### config.mk
export PLATFORM = sky130hd
export DESIGN_NAME = codec_cfg_seq
export DESIGN_NICKNAME = d
export VERILOG_FILES = /design/src/rtl/codec_cfg_pkg.sv /design/src/rtl/codec_cfg_rom.sv /design/src/rtl/codec_vol_map.sv /design/src/rtl/i2c_byte_engine.sv /design/src/rtl/codec_cfg_seq.sv
export SDC_FILE = /design/constraint.sdc
export NUM_CORES = 1
export LEC_CHECK = 0
export ABC_CLOCK_PERIOD_IN_PS = 2900
export CORE_MARGIN = 2
export CORE_UTILIZATION = 30
export DETAILED_ROUTE_END_ITERATION = 10
export DONT_BUFFER_PORTS = 1
export PLACE_DENSITY = 0.51
export RECOVER_POWER = 50
export SLEW_MARGIN = 20
export SYNTH_ARGS = -nofsm -noshare
export SYNTH_HDL_FRONTEND = slang
export SYNTH_SLANG_ARGS = --single-unit
### constraint.sdc
create_clock -name clk -period 2.9 [get_ports clk]
set_input_delay 0.435 -clock clk [delete_from_list [all_inputs] [get_ports clk]]
set_output_delay 0.435 -clock clk [all_outputs]
set_load 0.005 [all_outputs]
### src/rtl/codec_cfg_pkg.sv
package codec_cfg_pkg;
    typedef enum logic [2:0] {K_PWRUP, K_PWRDN, K_OUTIN, K_OUTOUT, K_VOL} kind_e;

    typedef struct packed {
        kind_e      kind;
        logic [3:0] lvl;
    } req_t;

    typedef enum logic [1:0] {E_START, E_WR, E_RD, E_STOP} ecmd_e;

    localparam logic [15:0] LIST_END = 16'hFFFF;
    localparam logic [7:0]  WR_ADDR  = 8'h94;
    localparam logic [7:0]  RD_ADDR  = 8'h95;
endpackage

### src/rtl/codec_cfg_rom.sv
module codec_cfg_rom
    import codec_cfg_pkg::*;
(
    input  kind_e       kind_i,
    input  logic [3:0]  idx_i,
    input  logic [7:0]  vol_code_i,
    output logic [15:0] word_o
);
    always_comb begin
        word_o = LIST_END;
        unique case (kind_i)
            K_PWRUP: case (idx_i)
                4'd0:  word_o = 16'h05A1;
                4'd1:  word_o = 16'h0627;
                4'd2:  word_o = 16'h26F0;
                4'd3:  word_o = 16'h0881;
                4'd4:  word_o = 16'h0981;
                4'd5:  word_o = 16'h160C;
                4'd6:  word_o = 16'h170C;
                4'd7:  word_o = 16'h20F0;
                4'd8:  word_o = 16'h21F0;
                4'd9:  word_o = 16'h1F8F;
                4'd10: word_o = 16'h1E06;
                4'd11: word_o = 16'h040A;
                default: word_o = LIST_END;
            endcase
            K_PWRDN: case (idx_i)
                4'd0: word_o = 16'h04FF;
                4'd1: word_o = 16'h029F;
                default: word_o = LIST_END;
            endcase
            K_OUTIN: case (idx_i)
                4'd0: word_o = 16'h0FF2;
                4'd1: word_o = 16'h04AF;
                4'd2: word_o = 16'h1F80;
                default: word_o = LIST_END;
            endcase
            K_OUTOUT: case (idx_i)
                4'd0: word_o = 16'h04FF;
                4'd1: word_o = 16'h1F8F;
                4'd2: word_o = 16'h04FA;
                default: word_o = LIST_END;
            endcase
            default: case (idx_i)
                4'd0: word_o = {8'h20, vol_code_i};
                4'd1: word_o = {8'h21, vol_code_i};
                default: word_o = LIST_END;
            endcase
        endcase
    end
endmodule

### src/rtl/codec_vol_map.sv
module codec_vol_map (
    input  logic [3:0] lvl_i,
    input  logic       line_i,
    output logic [7:0] code_o
);
    logic [7:0] spk, line;

    always_comb begin
        case (lvl_i)
            4'd0: spk = 8'h38;  4'd1: spk = 8'hC4;  4'd2: spk = 8'hD8;  4'd3: spk = 8'hE8;
            4'd4: spk = 8'hF0;  4'd5: spk = 8'hF4;  4'd6: spk = 8'hF8;  4'd7: spk = 8'hFC;
            4'd8: spk = 8'h00;  4'd9: spk = 8'h04;  4'd10: spk = 8'h08; 4'd11: spk = 8'h0C;
            4'd12: spk = 8'h10; 4'd13: spk = 8'h14; 4'd14: spk = 8'h16; default: spk = 8'h18;
        endcase
        case (lvl_i)
            4'd0: line = 8'h38;  4'd1: line = 8'h9C;  4'd2: line = 8'hB0;  4'd3: line = 8'hC4;
            4'd4: line = 8'hD8;  4'd5: line = 8'hE0;  4'd6: line = 8'hE8;  4'd7: line = 8'hF0;
            4'd8: line = 8'hF8;  4'd9: line = 8'hFC;  4'd10: line = 8'h00; 4'd11: line = 8'h04;
            4'd12: line = 8'h08; 4'd13: line = 8'h0C; 4'd14: line = 8'h10; default: line = 8'h18;
        endcase
        code_o = line_i ? line : spk;
    end
endmodule

### src/rtl/i2c_byte_engine.sv
module i2c_byte_engine
    import codec_cfg_pkg::*;
#(
    parameter int QTR = 250
) (
    input  logic       clk,
    input  logic       rst_n,
    input  logic       cmd_valid_i,
    input  ecmd_e      cmd_i,
    input  logic [7:0] wdata_i,
    input  logic       sda_i,
    output logic       idle_o,
    output logic       done_o,
    output logic       ack_o,
    output logic [7:0] rdata_o,
    output logic       scl_low_o,
    output logic       sda_low_o
);
    localparam int CW = (QTR > 1) ? $clog2(QTR) : 1;

    typedef enum logic [1:0] {B_IDLE, B_START, B_BYTE, B_STOP} bst_e;

    typedef struct packed {
        bst_e          st;
        logic [1:0]    qp;
        logic [3:0]    bitn;
        logic [CW-1:0] cnt;
        logic [7:0]    sh;
        logic          rd;
        logic          scl_low;
        logic          sda_low;
        logic          ack;
        logic          done;
    } eng_t;

    eng_t q_q, d_d;
    logic tick;

    always_comb begin
        d_d      = q_q;
        d_d.done = 1'b0;
        tick     = (q_q.cnt == CW'(QTR - 1));
        if (q_q.st != B_IDLE) begin
            d_d.cnt = tick ? '0 : q_q.cnt + CW'(1);
            if (tick) d_d.qp = q_q.qp + 2'd1;
        end
        case (q_q.st)
            B_IDLE: if (cmd_valid_i) begin
                d_d.cnt  = '0;
                d_d.qp   = 2'd0;
                d_d.bitn = 4'd0;
                d_d.rd   = (cmd_i == E_RD);
                d_d.sh   = (cmd_i == E_WR) ? wdata_i : 8'h00;
                case (cmd_i)
                    E_START: d_d.st = B_START;
                    E_STOP:  d_d.st = B_STOP;
                    default: d_d.st = B_BYTE;
                endcase
            end
            B_START: if (tick) case (q_q.qp)
                2'd0: d_d.sda_low = 1'b0;
                2'd1: d_d.scl_low = 1'b0;
                2'd2: d_d.sda_low = 1'b1;
                default: begin d_d.scl_low = 1'b1; d_d.st = B_IDLE; d_d.done = 1'b1; end
            endcase
            B_BYTE: if (tick) case (q_q.qp)
                2'd0: d_d.sda_low = (!q_q.rd && q_q.bitn < 4'd8) ? !q_q.sh[7] : 1'b0;
                2'd1: d_d.scl_low = 1'b0;
                2'd2: if (q_q.bitn < 4'd8) d_d.sh = {q_q.sh[6:0], sda_i};
                      else d_d.ack = !sda_i;
                default: begin
                    d_d.scl_low = 1'b1;
                    if (q_q.bitn == 4'd8) begin d_d.st = B_IDLE; d_d.done = 1'b1; end
                    else d_d.bitn = q_q.bitn + 4'd1;
                end
            endcase
            default: if (tick) case (q_q.qp)
                2'd0: d_d.sda_low = 1'b1;
                2'd1: d_d.scl_low = 1'b0;
                2'd2: d_d.sda_low = 1'b0;
                default: begin d_d.st = B_IDLE; d_d.done = 1'b1; end
            endcase
        endcase
    end

    always_ff @(posedge clk) begin
        if (!rst_n) q_q <= '{st: B_IDLE, default: '0};
        else        q_q <= d_d;
    end

    assign idle_o    = (q_q.st == B_IDLE);
    assign done_o    = q_q.done;
    assign ack_o     = q_q.ack;
    assign rdata_o   = q_q.sh;
    assign scl_low_o = q_q.scl_low;
    assign sda_low_o = q_q.sda_low;

    // with SCL released on both sides, an SDA change comes only from a START or a STOP
    assert_sda_edge_R12: assert property (@(posedge clk) disable iff (!rst_n)
        (!q_q.scl_low && !$past(q_q.scl_low) && (q_q.sda_low != $past(q_q.sda_low)))
        |-> ($past(q_q.st) == B_START || $past(q_q.st) == B_STOP));

    // a new operation is only issued to an idle engine
    assert_cmd_idle_R3: assert property (@(posedge clk) disable iff (!rst_n)
        cmd_valid_i |-> (q_q.st == B_IDLE));
endmodule

### src/rtl/codec_cfg_seq.sv
module codec_cfg_seq
    import codec_cfg_pkg::*;
#(
    parameter int CLK_HZ = 100_000_000,
    parameter int SCL_HZ = 100_000,
    parameter int QDEPTH = 4
) (
    input  logic       clk,
    input  logic       rst_n,
    input  logic       pwr_up_i,
    input  logic       pwr_dn_i,
    input  logic       lo_plug_i,
    input  logic       vol_req_i,
    input  logic [3:0] vol_level_i,
    input  logic       sda_i,
    output logic       scl_oe_o,
    output logic       sda_oe_o,
    output logic       busy_o,
    output logic       halted_o
);
    localparam int QTR = CLK_HZ / (4 * SCL_HZ);
    localparam int PW  = (QDEPTH > 1) ? $clog2(QDEPTH) : 1;
    localparam int CNW = $clog2(QDEPTH + 1);

    typedef enum logic [2:0] {S_IDLE, S_FETCH, S_ISSUE, S_WAIT, S_FSTOP, S_FWAIT, S_HALT} sst_e;

    typedef struct packed {
        sst_e                   sst;
        kind_e                  kind;
        logic [3:0]             lvl;
        logic [3:0]             idx;
        logic [3:0]             step;
        logic [7:0]             rg;
        logic [7:0]             dat;
        logic [7:0]             rbk;
        logic                   halted;
        logic                   plug;
        req_t [QDEPTH-1:0]      fifo;
        logic [PW-1:0]          wp;
        logic [PW-1:0]          rp;
        logic [CNW-1:0]         cnt;
    } seq_t;

    seq_t q_q, d_d;

    logic        eng_idle, eng_done, eng_ack, cmd_v;
    logic [7:0]  eng_rdata, vol_code, cmd_wd, step_wd;
    logic [15:0] word;
    ecmd_e       cmd, step_cmd;
    logic        step_ack, push_v, push_ok, pop;
    req_t        push_r, head;

    function automatic logic [PW-1:0] nxt(input logic [PW-1:0] p);
        return (p == PW'(QDEPTH - 1)) ? '0 : p + PW'(1);
    endfunction

    codec_vol_map u_vol (.lvl_i(q_q.lvl), .line_i(q_q.plug), .code_o(vol_code));
    codec_cfg_rom u_rom (.kind_i(q_q.kind), .idx_i(q_q.idx), .vol_code_i(vol_code), .word_o(word));

    i2c_byte_engine #(.QTR(QTR)) u_eng (
        .clk(clk), .rst_n(rst_n), .cmd_valid_i(cmd_v), .cmd_i(cmd), .wdata_i(cmd_wd),
        .sda_i(sda_i), .idle_o(eng_idle), .done_o(eng_done), .ack_o(eng_ack),
        .rdata_o(eng_rdata), .scl_low_o(scl_oe_o), .sda_low_o(sda_oe_o)
    );

    // Transaction micro-steps: 0-4 write, 5-11 read-back, 12-14 probe
    always_comb begin
        step_cmd = E_STOP; step_wd = 8'h00; step_ack = 1'b0;
        case (q_q.step)
            4'd0, 4'd5, 4'd8, 4'd12: step_cmd = E_START;
            4'd1, 4'd6: begin step_cmd = E_WR; step_wd = WR_ADDR; step_ack = 1'b1; end
            4'd2, 4'd7: begin step_cmd = E_WR; step_wd = q_q.rg;  step_ack = 1'b1; end
            4'd3:       begin step_cmd = E_WR; step_wd = q_q.dat; step_ack = 1'b1; end
            4'd9:       begin step_cmd = E_WR; step_wd = RD_ADDR; step_ack = 1'b1; end
            4'd10:      step_cmd = E_RD;
            4'd13:      begin step_cmd = E_WR; step_wd = WR_ADDR; end
            default:    step_cmd = E_STOP;
        endcase
    end

    always_comb begin
        d_d = q_q;
        d_d.plug = lo_plug_i;
        cmd_v = 1'b0; cmd = step_cmd; cmd_wd = step_wd;
        push_v = 1'b0; push_r = '0; head = q_q.fifo[q_q.rp];
        if (q_q.sst != S_HALT) begin
            if (pwr_up_i)                    begin push_v = 1'b1; push_r.kind = K_PWRUP;  end
            else if (pwr_dn_i)               begin push_v = 1'b1; push_r.kind = K_PWRDN;  end
            else if (lo_plug_i && !q_q.plug) begin push_v = 1'b1; push_r.kind = K_OUTIN;  end
            else if (!lo_plug_i && q_q.plug) begin push_v = 1'b1; push_r.kind = K_OUTOUT; end
            else if (vol_req_i) begin push_v = 1'b1; push_r.kind = K_VOL; push_r.lvl = vol_level_i; end
        end
        push_ok = push_v && (q_q.cnt < CNW'(QDEPTH));
        pop     = (q_q.sst == S_IDLE) && (q_q.cnt != '0);
        if (push_ok) begin d_d.fifo[q_q.wp] = push_r; d_d.wp = nxt(q_q.wp); end
        d_d.cnt = q_q.cnt + CNW'(push_ok) - CNW'(pop);

        case (q_q.sst)
            S_IDLE: if (pop) begin
                d_d.rp = nxt(q_q.rp); d_d.kind = head.kind; d_d.lvl = head.lvl; d_d.idx = 4'd0;
                if (head.kind == K_PWRUP) begin d_d.step = 4'd12; d_d.sst = S_ISSUE; end
                else d_d.sst = S_FETCH;
            end
            S_FETCH: if (word == LIST_END) d_d.sst = S_IDLE;
                     else begin
                         d_d.rg = word[15:8]; d_d.dat = word[7:0];
                         d_d.step = 4'd0; d_d.sst = S_ISSUE;
                     end
            S_ISSUE: if (eng_idle) begin cmd_v = 1'b1; d_d.sst = S_WAIT; end
            S_WAIT: if (eng_done) begin
                if (step_ack && !eng_ack) begin d_d.halted = 1'b1; d_d.sst = S_FSTOP; end
                else if (q_q.step == 4'd11) begin
                    if (q_q.rbk != q_q.dat) begin d_d.halted = 1'b1; d_d.sst = S_HALT; end
                    else begin d_d.idx = q_q.idx + 4'd1; d_d.sst = S_FETCH; end
                end else if (q_q.step == 4'd14) d_d.sst = S_FETCH;
                else begin
                    if (q_q.step == 4'd10) d_d.rbk = eng_rdata;
                    d_d.step = q_q.step + 4'd1; d_d.sst = S_ISSUE;
                end
            end
            S_FSTOP: if (eng_idle) begin cmd_v = 1'b1; cmd = E_STOP; d_d.sst = S_FWAIT; end
            S_FWAIT: if (eng_done) d_d.sst = S_HALT;
            default: d_d.sst = S_HALT;
        endcase
    end

    always_ff @(posedge clk) begin
        if (!rst_n) q_q <= '{sst: S_IDLE, kind: K_PWRUP, default: '0};
        else        q_q <= d_d;
    end

    assign busy_o   = ((q_q.sst != S_IDLE) && (q_q.sst != S_HALT)) || (q_q.cnt != '0);
    assign halted_o = q_q.halted;

    assert_bus_free_idle_R1: assert property (@(posedge clk) disable iff (!rst_n)
        (q_q.sst == S_IDLE) |-> (!scl_oe_o && !sda_oe_o));

    assert_halt_sticky_R9: assert property (@(posedge clk) disable iff (!rst_n)
        halted_o |=> halted_o);

    assert_halt_bus_free_R9: assert property (@(posedge clk) disable iff (!rst_n)
        (q_q.sst == S_HALT) |-> (!scl_oe_o && !sda_oe_o && eng_idle));

    // the queue never reports more entries than it has slots
    assert_queue_bound_R11: assert property (@(posedge clk) disable iff (!rst_n)
        (q_q.cnt == CNW'(QDEPTH)) |=> (q_q.cnt <= CNW'(QDEPTH)));
endmodule

## Yosys cells after proc, flatten, opt, wreduce, memory -nomap -nowiden

Memory sizes are Yosys's and may differ from the RTL's. A register that Yosys moved wholly into a read port is not among the register bits.
Index checks and enable logic that the tools add are counted.
W data, S select, Z words.

- Add/sub/neg operators: 9
- Order comparisons: 5
- Equality and inequality tests: 58
- Muxes and demuxes: 107
- Bitwise gates (word level): 6
- Reduce and logical (&&, ||, !) cells: 56

Operators by type and width:

| operator | count |
|---|---|
| $pmux W16 S3 | 2 |
| $mux W8 | 10 |
| $mux W4 | 19 |
| $pmux W16 S2 | 2 |
| $pmux W16 S4 | 1 |
| $mux W2 | 17 |
| $mux W3 | 11 |
| $eq A4 B4 Y1 const B | 8 |
| $pmux W8 S4 | 1 |
| $bwmux W28 | 1 |
| $mux W7 | 4 |
| $ne A2 B2 Y1 const B | 13 |
| $mux W25 | 1 |
| $mux W1 | 21 |
| $mux W20 | 1 |
| $mux W18 | 1 |
| $pmux W3 S6 | 1 |
| $reduce_and A6 Y1 | 3 |
| $eq A16 B16 Y1 const B | 1 |
| $ne A2 B1 Y1 const B | 8 |
| $pmux W4 S2 | 2 |
| $pmux W8 S2 | 1 |
| $reduce_and A5 Y1 | 3 |
| $bmux W7 S2 | 1 |
| 43 further kinds | 108 |

- Flip-flop bits (word level): 108
- ROM bits: 464
- Input port bits: 11
- Output and inout bits: 4
- Logic and storage cells: 275
- Memories kept: 3

Memory list:

| memory | depth | width | read ports | clocked after memory_dff | write ports | RTL line | RTL |
|---|---|---|---|---|---|---|---|
| (no name shown) | 16 | 16 | 1 | 1 | 0 | codec_cfg_rom.sv:12 | `K_PWRUP: case (idx_i)` |
| (no name shown) | 16 | 7 | 1 | 1 | 0 | codec_vol_map.sv:9 | `case (lvl_i)` |
| (no name shown) | 16 | 6 | 1 | 1 | 0 | codec_vol_map.sv:15 | `case (lvl_i)` |

## Longest topological paths before layout

- Depth after elaboration: 10
- Depth in mapped cells: 14
- Depth with buffers taken out: 13

## Modules after synthesis

A second synthesis with hierarchy kept.

- Cell total of the unflattened synthesis: 817
- Area, all modules: 7121.8 µm²

Modules (own cells, without submodules):

| module | instances | cells each | area an instance (µm²) | seq. area each (µm²) |
|---|---|---|---|---|
| codec_cfg_seq | 1 | 428 | 4131.5 | 1581.5 |
| i2c_byte_engine | 1 | 215 | 1839.3 | 580.6 |
| codec_cfg_rom | 1 | 126 | 785.8 | 0.0 |
| codec_vol_map | 1 | 48 | 365.4 | 0.0 |

## Worst setup path after synthesis

OpenSTA, ideal clock, no wires.

- Path type: register to register
- Start: reg q_q[61] (netlist name)
- End: reg (tool-made name)
- Setup time: 0.138 ns
- Arrival: 2.863 ns
- Required time: 2.762 ns
- Slack: -0.102 ns
- Stages on the path, launching flop included: 12
- Path buffers: 0
- Clock period less this slack: 3.002 ns
- Cell sequence: dfxtp_1 inv_1 ha_1 or2_4 a221oi_4 and2_1 o221ai_1 o21ai_0 ha_1 a2111o_1 o31ai_1 a22oi_1

RTL lines:

| element | RTL line | RTL |
|---|---|---|
| start: declaration | codec_cfg_seq.sv:44 | `seq_t q_q, d_d;` |
| start signal: assignment | codec_cfg_seq.sv:128 | `if (!rst_n) q_q <= '{sst: S_IDLE, kind: K_PWRUP, default: '0};` |
| start signal: assignment | codec_cfg_seq.sv:129 | `else q_q <= d_d;` |

==> results.ini <==
[clock_tree]
clock_sinks=132
cts_root_buf=clkbuf_16
path_clk_slew_ps=60
htreeDepth=4
cts_tree=done
clkLatencyLatePin_ps=420
cts_buffers=17
clockBufferDepth=2

[global_routing]
grt_max_degree=35
grt_usage=0.147
grt.busiest_layer=met2
antenna_found_initial=0
grt_pass1_vias=5987
grt_pass1_wl_um=30900
use_met2=0.243
overflow=0
met1_usage=0.195
gr-usage-met3=0.0336

[min_path]
hp-class=input port to flip-flop
min_delay_worst_endpoint=u_eng.ack_o
hold_start=sda_i
whs_path_depth=1

[die]
core_um2=24200
die_w_um=161
rows=57
ios=15
start_util=0.305
fp.dieH_um=161
dieArea_um2=26000

[sta]
hold_violations=0
fin_crit_sh=0.952
grt_setup_unrepaired=yes
clock_skew_ps=12.3
whs_ps=129
worstMarginPinSlew_ps=1420
max_freq_mhz=362
min_period_ps=2760
setup_viol=0
finalSetupTns_ps=0
maxSlewViolCount=0
slew-limit-headroom=0.0546

[placed_design]
dp_hpwl_um=13800
placed_cells=1191
place_area_um2=8010
port-buffer-count=0
place_congestion=0.923

[pwr]
p_leak_uw=0.00345
peakVddDrop_uv=406
p_per_area_nw_per_um2=799

[synthesis]
synth_edf_count=0
async_reset_ff_frac=0
synth_area_um2=7400
synth_flop_cell=dfxtp_1
syn_inst=859
syn_nets=917
avgSynthCellArea_um2=8.62
synth_cell_types=82
ys.warnings.count=0
synth-seq-cells=132
ys_seq_area_frac=0.357

[detailed_routing]
drtPass1Iterations=7
wire_per_inst_um=15.3
vias=6149
viasPerCell=5.02
ant_nets=0
wl_um=18700
drc_errors=0
drt_iter0_markers=343

[setup_path]
cp.arrival_ps=3050
slowest_stage=dfxtp_2
worst-r2r-setup-slack_ps=140
critPathLaunchType=flip-flop
cp-end-kind=flip-flop
path_delay_family=compound AO/OA/AOI/OAI gates
reg2reg_depth=12
worstPathBufferInverterCount=1
startpoint=q_q[61]
path_class=flip-flop to flip-flop
path_max_fanout=5
cp.required_ps=3180
crit_path_cell_trace=inv_1 -> ha_1 -> or2_4 -> a221oi_4 -> and2_4 -> a221o_1 -> nand3_1 -> and2_1 -> ha_2 -> a2111o_1 -> o31ai_1 -> a22oi_1
r2r-start=q_q[61]
cpPeakStageDelay_ps=370

[finish]
syn_to_final_growth_pct=16.3
seqCellArea_um2=2640
design_area_um2=8610
final_cell_mix=131 x dfxtp_1, 106 x nor2_1, 67 x nand2_1, 52 x a21oi_1, 48 x mux2i_1
finalNonFillerCells=1224
fillCellCount=2578
fin_util=0.355
layout.nets=945
multiInputGateArea_um2=4400
insertedDiodeCount=0
final_common_cell=dfxtp_1
layout-drive-gt1-share=0.139

[run_status]
outcome=completed

[job]
drv_cap=0

## worst register-to-register path, delay by kind of cell (launching register included)
| kind | cells | cell delay, ps |
|---|---|---|
| DFF | 1 | 370 |
| and+or+nand+nor | 4 | 780 |
| adders and majority gates | 2 | 530 |
| AOI/OAI and AO/OA | 5 | 880 |
| buffers and inverters | 1 | 70 |
## how the worst max path moves through the flow
stage,endpoint,cells past startpoint,slack [ps]
after detailed placement,flip-flop,12,50
after CTS,flip-flop,12,30
after floorplan,flip-flop,12,8
after global routing,flip-flop,13,-50
after global placement,q_q[54],9,80
final,flip-flop,12,140
## Yosys cell counts, drive strengths merged, types with 3 or more instances
cell type,count,area share
o22ai,5,0.0042
and2,22,0.019
xnor2,7,0.0083
a31oi,3,0.0025
o21ai,41,0.028
mux2i,48,0.065
a221oi,14,0.020
or2,5,0.0046
o211a,3,0.0041
o221ai,3,0.0035
nor3,21,0.016
nand3,23,0.016
nor4,11,0.011
and4b,3,0.0041
o211ai,10,0.010
buf,22,0.018
nor2,109,0.056
nor2b,11,0.0093
nand3b,4,0.0041
ha,46,0.078
clkbuf,23,0.012
nand2b,4,0.0034
inv,44,0.022
dfxtp,132,0.36
xor2,15,0.018
nand4,6,0.0051
a2bb2oi,5,0.0059
a211oi,12,0.012
o221a,5,0.0076
mux2,4,0.0061
o41ai,3,0.0035
a22oi,12,0.012
and3,9,0.0083
a21oi,54,0.037
or4,3,0.0041
nand2,68,0.035
a21boi,3,0.0035
or3,6,0.0051
a32oi,3,0.0035
mux4,7,0.021
## area by class of cell
cell class / instances / area share
Tap cell: 324 / 0.0471
Inverter: 45 / 0.0196
Clock inverter: 14 / 0.0190
Multi-Input combinational cell: 637 / 0.511
Clock buffer: 18 / 0.0510
Sequential cell: 132 / 0.307
Timing Repair Buffer: 54 / 0.0455
## what timing repair did
action / CTS / global route
setup endpoints to repair: 0 / 25
hold buffers: 0 / 0
buffers inserted: 0 / 1
hold endpoints to repair: 0 / 0
resized for setup: 0 / 8
## cells by family (layout without fill, tap and decap cells)
group / Yosys count / count (layout) / synth area share
AND/OR/NAND/NOR: 312 / 312 / 0.209
AO/OA/AOI/OAI: 196 / 196 / 0.182
flip-flops: 132 / 132 / 0.357
buffers and inverters: 90 / 131 / 0.0520
multiplexers: 59 / 59 / 0.0923
adder cells (fa/ha/maj): 48 / 48 / 0.0820
XOR/XNOR: 22 / 22 / 0.0260
## stage by stage
step	worst slack, ps	power (uW)
floorplan	7.87	3970
global placement	81.9	4730
detailed placement	49.6	4730
CTS	34.6	6930
global route	-52.8	7340
finish	138	6880
## where the power goes
group | internal, uW | switching, uW
Combinational | 991 | 1440
Clock | 1310 | 872
Sequential | 2060 | 215
Total | 4360 | 2520
## routing by layer
metal  share of wire  vias to the layer above  wire length [um]
met5               0                        -                 0
met4           0.011                        0               199
met3           0.037                       12               686
met2            0.47                      119              8730
met1            0.49                     2889              9060
li1                -                     3129                 -
## sequential cells by signal (all words and copies together), names as in the netlist, named ones only
signal,cells
u_vol.spk,6
u_eng.q_q,17
u_vol.line,6
halted_o,1
u_eng.rdata_o,8
q_q,77
u_eng.scl_low_o,1
u_eng.ack_o,1
u_eng.sda_low_o,1
u_eng.done_o,1
Power figures use the tool's default switching activity.
